## src/rtl/bankrf_pkg.sv

```systemverilog
package bankrf_pkg;
    localparam int ARCH_REGS  = 16;
    localparam int ADDR_W     = $clog2(ARCH_REGS);
    localparam int PC_ADDR    = ARCH_REGS - 1;
    localparam int SP_ADDR    = 13;
    localparam int LR_ADDR    = 14;
    localparam int FIQ_LO     = 8;
    localparam int FIQ_BANK_N = PC_ADDR - FIQ_LO;
    localparam int PAIR_MODES = 4;
    localparam int FIQ_BASE   = PC_ADDR;
    localparam int PAIR_BASE  = FIQ_BASE + FIQ_BANK_N;
    localparam int PHYS_N     = PAIR_BASE + 2 * PAIR_MODES;
    localparam int PHYS_W     = $clog2(PHYS_N);
    localparam int SAVED_N    = 5;
    localparam int EXC_N      = 8;
    localparam int BIT_FMASK  = 6;
    localparam int BIT_IMASK  = 7;

    localparam logic [2:0] MD_USR = 3'd0;
    localparam logic [2:0] MD_FIQ = 3'd1;
    localparam logic [2:0] MD_IRQ = 3'd2;
    localparam logic [2:0] MD_SVC = 3'd3;
    localparam logic [2:0] MD_ABT = 3'd4;
    localparam logic [2:0] MD_UND = 3'd5;

    typedef enum logic [2:0] {
        EX_RESET = 3'd0,
        EX_UNDEF = 3'd1,
        EX_SWI   = 3'd2,
        EX_PABT  = 3'd3,
        EX_DABT  = 3'd4,
        EX_RSVD  = 3'd5,
        EX_IRQ   = 3'd6,
        EX_FIQ   = 3'd7
    } exc_e;

    typedef enum logic {
        ST_RUN  = 1'b0,
        ST_TAKE = 1'b1
    } seq_e;

    function automatic logic [2:0] exc_target_mode(exc_e k);
        logic [2:0] m;
        case (k)
            EX_UNDEF:         m = MD_UND;
            EX_PABT, EX_DABT: m = MD_ABT;
            EX_IRQ:           m = MD_IRQ;
            EX_FIQ:           m = MD_FIQ;
            default:          m = MD_SVC;
        endcase
        return m;
    endfunction

    // PC already moved past the current instruction when taken
    function automatic logic exc_pc_advanced(exc_e k);
        return (k == EX_IRQ) || (k == EX_FIQ) || (k == EX_DABT);
    endfunction
endpackage

```

## src/rtl/bank_xlate.sv

```systemverilog
module bank_xlate
    import bankrf_pkg::*;
(
    input  logic [2:0]        mode,
    input  logic [ADDR_W-1:0] addr,
    output logic [PHYS_W-1:0] idx
);
    int a_i;
    int m_i;
    int t_i;

    always_comb begin
        a_i = int'(addr);
        m_i = int'(mode);
        t_i = a_i;
        if (a_i == PC_ADDR) begin
            t_i = 0;
        end else if (m_i == int'(MD_FIQ) && a_i >= FIQ_LO) begin
            t_i = FIQ_BASE + a_i - FIQ_LO;
        end else if (m_i >= int'(MD_IRQ) && m_i <= int'(MD_UND) && a_i >= SP_ADDR) begin
            t_i = PAIR_BASE + 2 * (m_i - int'(MD_IRQ)) + (a_i - SP_ADDR);
        end
        idx = PHYS_W'(t_i);
    end
endmodule

```

## src/rtl/exc_arbiter.sv

```systemverilog
module exc_arbiter
    import bankrf_pkg::*;
(
    input  logic [EXC_N-1:0] req,
    input  logic             irq_mask,
    input  logic             fiq_mask,
    output logic             valid,
    output exc_e             kind
);
    logic [EXC_N-1:0] live;

    always_comb begin
        live = req;
        live[int'(EX_RSVD)] = 1'b0;
        if (irq_mask) live[int'(EX_IRQ)] = 1'b0;
        if (fiq_mask) live[int'(EX_FIQ)] = 1'b0;
        valid = |live;
        if      (live[int'(EX_RESET)]) kind = EX_RESET;
        else if (live[int'(EX_DABT)])  kind = EX_DABT;
        else if (live[int'(EX_FIQ)])   kind = EX_FIQ;
        else if (live[int'(EX_IRQ)])   kind = EX_IRQ;
        else if (live[int'(EX_PABT)])  kind = EX_PABT;
        else if (live[int'(EX_UNDEF)]) kind = EX_UNDEF;
        else                           kind = EX_SWI;
    end
endmodule

```

## src/rtl/phys_store.sv

```systemverilog
module phys_store
    import bankrf_pkg::*;
#(
    parameter int DATA_W = 32,
    parameter int NRD    = 3
) (
    input  logic                         clk,
    input  logic                         rst_n,
    input  logic [NRD-1:0][PHYS_W-1:0]   rd_idx,
    output logic [NRD-1:0][DATA_W-1:0]   rd_data,
    input  logic                         we_a,
    input  logic [PHYS_W-1:0]            wa_idx,
    input  logic [DATA_W-1:0]            wd_a,
    input  logic                         we_b,
    input  logic [PHYS_W-1:0]            wb_idx,
    input  logic [DATA_W-1:0]            wd_b
);
    logic [DATA_W-1:0] mem [PHYS_N];

    for (genvar g = 0; g < NRD; g++) begin : g_rd
        assign rd_data[g] = (rd_idx[g] < PHYS_W'(PHYS_N)) ? mem[rd_idx[g]] : '0;
    end

    // port B (link write) is applied last so it wins a collision
    always_ff @(posedge clk or negedge rst_n) begin
        if (!rst_n) begin
            for (int i = 0; i < PHYS_N; i++) mem[i] <= '0;
        end else begin
            if (we_a) mem[wa_idx] <= wd_a;
            if (we_b) mem[wb_idx] <= wd_b;
        end
    end
endmodule

```

## src/rtl/mode_banked_regfile.sv

```systemverilog
module mode_banked_regfile
    import bankrf_pkg::*;
#(
    parameter int DATA_W = 32
) (
    input  logic              clk,
    input  logic              rst_n,
    input  logic [3:0]        rd_addr_a,
    output logic [DATA_W-1:0] rd_data_a,
    input  logic [3:0]        rd_addr_b,
    output logic [DATA_W-1:0] rd_data_b,
    input  logic              wr_en,
    input  logic [3:0]        wr_addr,
    input  logic [DATA_W-1:0] wr_data,
    input  logic              pc_step,
    input  logic              status_wr_en,
    input  logic [DATA_W-1:0] status_wr_data,
    input  logic [7:0]        exc_req,
    input  logic              exc_ret,
    input  logic [1:0]        ret_words,
    output logic [DATA_W-1:0] pc_out,
    output logic [DATA_W-1:0] status_out,
    output logic [DATA_W-1:0] saved_status_out
);
    localparam int NRD = 3;
    localparam int LR_PORT = 2;
    localparam logic [DATA_W-1:0] RESET_STATUS =
        DATA_W'((1 << BIT_IMASK) | (1 << BIT_FMASK) | int'(MD_SVC));

    seq_e              state_q, state_d;
    logic [DATA_W-1:0] pc_q, status_q, link_q;
    logic [DATA_W-1:0] saved_q [SAVED_N];
    exc_e              kind_q;

    logic [2:0]        cur_mode, new_mode, cur_slot, new_slot;
    logic              has_saved;
    logic              arb_valid;
    exc_e              arb_kind;
    logic              accept, do_ret, commit, stat_wr, reg_we;
    logic [DATA_W-1:0] entry_status, lr_val, link_next;

    logic [NRD-1:0][ADDR_W-1:0] x_addr;
    logic [NRD-1:0][PHYS_W-1:0] x_idx;
    logic [NRD-1:0][DATA_W-1:0] x_data;
    logic [PHYS_W-1:0]          w_idx, l_idx;

    assign cur_mode  = status_q[2:0];
    assign new_mode  = exc_target_mode(kind_q);
    assign cur_slot  = cur_mode - 3'd1;
    assign new_slot  = new_mode - 3'd1;
    assign has_saved = (cur_mode >= MD_FIQ) && (cur_mode <= MD_UND);

    exc_arbiter u_arb (
        .req      (exc_req),
        .irq_mask (status_q[BIT_IMASK]),
        .fiq_mask (status_q[BIT_FMASK]),
        .valid    (arb_valid),
        .kind     (arb_kind)
    );

    // bank translation: port A, port B, current-mode link register
    assign x_addr[0]       = rd_addr_a;
    assign x_addr[1]       = rd_addr_b;
    assign x_addr[LR_PORT] = ADDR_W'(LR_ADDR);

    for (genvar g = 0; g < NRD; g++) begin : g_xr
        bank_xlate u_xr (
            .mode (cur_mode),
            .addr (x_addr[g]),
            .idx  (x_idx[g])
        );
    end

    bank_xlate u_xw (
        .mode (cur_mode),
        .addr (wr_addr),
        .idx  (w_idx)
    );

    bank_xlate u_xl (
        .mode (new_mode),
        .addr (ADDR_W'(LR_ADDR)),
        .idx  (l_idx)
    );

    phys_store #(.DATA_W(DATA_W), .NRD(NRD)) u_store (
        .clk     (clk),
        .rst_n   (rst_n),
        .rd_idx  (x_idx),
        .rd_data (x_data),
        .we_a    (reg_we),
        .wa_idx  (w_idx),
        .wd_a    (wr_data),
        .we_b    (commit),
        .wb_idx  (l_idx),
        .wd_b    (link_q)
    );

    assign lr_val    = x_data[LR_PORT];
    assign reg_we    = wr_en && (wr_addr != ADDR_W'(PC_ADDR));
    assign rd_data_a = (rd_addr_a == ADDR_W'(PC_ADDR)) ? pc_q : x_data[0];
    assign rd_data_b = (rd_addr_b == ADDR_W'(PC_ADDR)) ? pc_q : x_data[1];
    assign link_next = pc_q + (exc_pc_advanced(arb_kind) ? DATA_W'(8) : DATA_W'(4));

    always_comb begin
        entry_status = status_q;
        entry_status[2:0] = new_mode;
        entry_status[BIT_IMASK] = 1'b1;
        if (kind_q == EX_FIQ) entry_status[BIT_FMASK] = 1'b1;
    end

    // state register
    always_ff @(posedge clk or negedge rst_n) begin
        if (!rst_n) state_q <= ST_RUN;
        else        state_q <= state_d;
    end

    // next state
    always_comb begin
        state_d = state_q;
        unique case (state_q)
            ST_RUN:  if (arb_valid) state_d = ST_TAKE;
            ST_TAKE: state_d = ST_RUN;
        endcase
    end

    // output strobes of the sequencer
    always_comb begin
        accept  = 1'b0;
        do_ret  = 1'b0;
        stat_wr = 1'b0;
        commit  = 1'b0;
        unique case (state_q)
            ST_RUN: begin
                accept  = arb_valid;
                do_ret  = !arb_valid && exc_ret && has_saved;
                stat_wr = !arb_valid && !do_ret && status_wr_en;
            end
            ST_TAKE: commit = 1'b1;
        endcase
    end

    // program counter, status, saved status, entry latches
    always_ff @(posedge clk or negedge rst_n) begin
        if (!rst_n) begin
            pc_q     <= '0;
            status_q <= RESET_STATUS;
            link_q   <= '0;
            kind_q   <= EX_RESET;
            for (int i = 0; i < SAVED_N; i++) saved_q[i] <= '0;
        end else begin
            if (accept) begin
                kind_q <= arb_kind;
                link_q <= link_next;
            end

            if (commit)
                pc_q <= DATA_W'({kind_q, 2'b00});
            else if (accept)
                pc_q <= pc_q;
            else if (do_ret)
                pc_q <= lr_val - (DATA_W'(ret_words) << 2);
            else if (wr_en && wr_addr == ADDR_W'(PC_ADDR))
                pc_q <= wr_data;
            else if (pc_step)
                pc_q <= pc_q + DATA_W'(4);

            if (commit) begin
                saved_q[new_slot] <= status_q;
                status_q <= entry_status;
            end else if (do_ret) begin
                status_q <= saved_status_out;
            end else if (stat_wr) begin
                status_q <= status_wr_data;
            end
        end
    end

    assign pc_out           = pc_q;
    assign status_out       = status_q;
    assign saved_status_out = has_saved ? saved_q[cur_slot] : '0;
endmodule

```

## config.mk

```make
export PLATFORM = sky130hd
export DESIGN_NAME = mode_banked_regfile
export DESIGN_NICKNAME = d
export VERILOG_FILES = /design/src/rtl/bankrf_pkg.sv /design/src/rtl/bank_xlate.sv /design/src/rtl/exc_arbiter.sv /design/src/rtl/phys_store.sv /design/src/rtl/mode_banked_regfile.sv
export SDC_FILE = /design/constraint.sdc
export NUM_CORES = 2
export LEC_CHECK = 0
export ABC_AREA = 0
export BUFFER_PORTS_ARGS = -buffer_cell sky130_fd_sc_hd__buf_2
export CAP_MARGIN = 40
export CORE_UTILIZATION = 45
export CTS_BUF_LIST = sky130_fd_sc_hd__clkbuf_4 sky130_fd_sc_hd__clkbuf_8
export DETAILED_ROUTE_END_ITERATION = 10
export PLACE_DENSITY_LB_ADDON = 0.08
export SLEW_MARGIN = 5
export SYNTH_ARGS = -nofsm -noshare
export SYNTH_HDL_FRONTEND = slang
export SYNTH_SLANG_ARGS = --single-unit
```

## constraint.sdc

```tcl
create_clock -name clk -period 9.45 [get_ports clk]
set_clock_uncertainty 0.05 [all_clocks]
set_input_delay 1.4175 -clock clk [delete_from_list [all_inputs] [get_ports clk]]
set_output_delay 1.4175 -clock clk [all_outputs]
set_load 0.01 [all_outputs]
```

==> results_dict.tcl <==
set metrics [dict create \
    grtUsageMet2_pct 62.5 \
    rows 152 \
    cts-root-buf "clkbuf_8" \
    power.density_nw_per_um2 440 \
    tightest_slew_ns 1.05 \
    clk_latency_ns 1.07 \
    ios 252 \
    status "finished, final reports clean" \
    drc_errors 0 \
    clock_path_buffers 3 \
    synth_fa_ha_area_share_pct 0.871 \
    ir_drop_v 0.000439 \
    busiest_layer "met2" \
    postRouteAntennaNets 0 \
    core-area_sq_um 171000 \
    ys_async_sr_fraction_pct 100 \
    worstSetupStartpointType "flop" \
    cts_buffers 224 \
    path_max_fanout 25 \
    viasPerCell 6.95 \
    die_h_um 417 \
    holdWs_ns 0.350 \
    drtPass1Iterations 7 \
    cts.sinks 1220 \
    worst_hold_path_type "input pin to asynchronous set/reset pin" \
    grt_pass1_wl_um 574000 \
    clk_pin_slew_ns 0.06 \
    cts_tree "done" \
    setup_viol 0 \
    grtUsageMet1_pct 60.8 \
    fillers 16400 \
    gp_congestion 1.01 \
    cts_hold_buf 0 \
    drive_gt1_share_pct 19.7 \
    cts.repair.resized 0 \
    drt_iter0_markers 13500 \
    rsz0062_at_grt "no" \
    crit_arrival_ns 7.44 \
    routed_wirelength_um 413000 \
    wl_per_cell_um 35.8 \
    slew_headroom_pct 29.9 \
    ys.flop_type "dfrtp_1" \
    syn_area_sq_um 77600 \
    cp.required_ns 7.98 \
    port_buffers 250 \
    synth-compound-area-share_pct 17.0 \
    p_leak_nw 38.4 \
    dp_hpwl_um 258000 \
    cts_setup_buffers 0 \
    yosys.area_share.xor_xnor_pct 0.845 \
    yosysSeqAreaShare_pct 39.3 \
    start_util_pct 45.3 \
    layout.cells.most_common "nand2_1" \
    post-route-min-period_ns 8.91 \
    grt_pass1_vias 73500 \
    syn_nets 9284 \
    area_growth_pct 12.0 \
    timing.setup.tns_ns 0 \
    hold_violations 0 \
    grt_max_degree 163 \
    reg2reg_depth 21 \
    postSynthCellCount 9141 \
    grt_use_met3_pct 17.3 \
    htree_levels 4 \
    crit_path_end_kind "output port" \
    nNetsFinal 9139 \
    vias 80000 \
    synth-simple-area-share_pct 19.3 \
    r2r-start "status_out[1]$_DFFE_PN1P_" \
    drv_cap 0 \
    grt_use_total_pct 46.3 \
    power_mw 38.2 \
    syn_avg_cell_area_sq_um 8.49 \
    post-route-period-util_pct 94.3 \
    synth_top_family_by_area "simple AND/OR/NAND/NOR gates" \
    muxShareOfSynthArea_pct 17.4 \
    maxSlewViolCount 0 \
    synth-edff-count 0 \
    regToRegSetupSlack_ns 1.99 \
    timing.rr.end "pc_out[21]$_DFFE_PN0P_" \
    path_class "flop to output port" \
    antenna_found_initial 49 \
    synthDistinctLibCells 97 \
    fmax_mhz 112 \
    yosysWarnings 0 \
    grt.overflow.total 0 \
    dieArea_sq_um 174000 \
    layout_common_cells "nand2_1, dfrtp_1, mux2_2" \
    ys_ff_latch 1220 \
    die_w_um 417 \
]
-- sequential cells by signal, indices dropped and copies added (netlist names) --
name,count
state_q,1
status_out,32
pc_out,32
u_store.mem,960
saved_q,160
link_q,32
kind_q,3
-- per-layer routing --
metal	vias up	share of wire (%)
met5	-	0.068
met1	39200	37
li1	32300	-
met4	36	8.0
met2	6709	40
met3	1763	15
-- critical path: stages, from the launching register on --
cell      delay (ns)
dfstp_2         0.70
inv_1           0.30
ha_1            0.44
xnor2_4         0.16
inv_2           0.54
ha_1            0.37
ha_1            0.32
xor2_1          0.17
nand2_1         0.13
o311a_4         0.64
nor2_4          0.84
buf_12          0.28
a32o_1          0.18
nor3_1          0.05
a211oi_1        0.71
o211ai_1        0.31
buf_2           0.23
-- worst max-delay path by stage --
stage / start / end / slack [ns]
2_1_floorplan: status_out[0]$_DFFE_PN1P_ / rd_data_a[23] / 3.48
3_3_place_gp: rd_addr_a[1] / rd_data_a[15] / 1.82
3_5_place_dp: rd_addr_a[1] / rd_data_a[15] / 1.67
4_1_cts: status_out[1]$_DFFE_PN1P_ / rd_data_a[15] / 0.76
5_1_grt: status_out[1]$_DFFE_PN1P_ / rd_data_a[15] / 0.62
6_report: status_out[1]$_DFFE_PN1P_ / rd_data_a[15] / 0.54
-- per-stage QoR --
stage          setup WS, ns  utilization [%]  std cells  instance area, sq um
2_1_floorplan          3.48                -       9141                 77600
3_3_place_gp           1.82             47.3      11000                 81000
3_5_place_dp           1.67             47.8      11100                 81900
4_1_cts               0.764             50.6      11500                 86800
5_1_grt               0.623             50.7      11500                 86900
6_report              0.541             50.7      11500                 86900
-- kinds of logic after synthesis --
kind of cell | count (synthesis)
adders and majority gates | 51
muxes | 1188
DFF | 1220
buffers and inverters | 980
and+or+nand+nor | 3541
xor gates and xnor gates | 74
AOI/OAI and AO/OA | 2087
-- layout make-up --
type	instances	area, sq um	share of cell area, %
diodes	42	105	0.121
clock buffers	357	4450	5.12
clock inverters	44	428	0.492
inverters	61	229	0.263
multi-input cells	6941	43800	50.3
flip-flops and latches	1220	30500	35.1
well taps	2310	2890	3.33
repair buffers	548	4520	5.20
-- power breakdown --
part / switching, mW / total, mW / internal [mW]
logic: 15.6 / 22.8 / 7.11
clock network: 2.57 / 5.68 / 3.11
registers: 2.37 / 9.80 / 7.43
-- synthesized netlist by cell type, drive strengths merged (91+ instances only) --
library cell / number / share of area, %
nand2: 2247 / 11
dfrtp: 1216 / 39
mux2: 632 / 9.2
a21oi: 622 / 4.0
clkbuf: 620 / 3.0
o21ai: 594 / 3.8
mux2i: 489 / 6.3
nand3: 478 / 3.1
nor2: 358 / 1.7
buf: 299 / 1.9
a31oi: 167 / 1.4
nor3: 123 / 0.79
and3: 117 / 0.94
a32oi: 105 / 1.2
o211ai: 91 / 0.88
(Power assumes the default switching activity.)
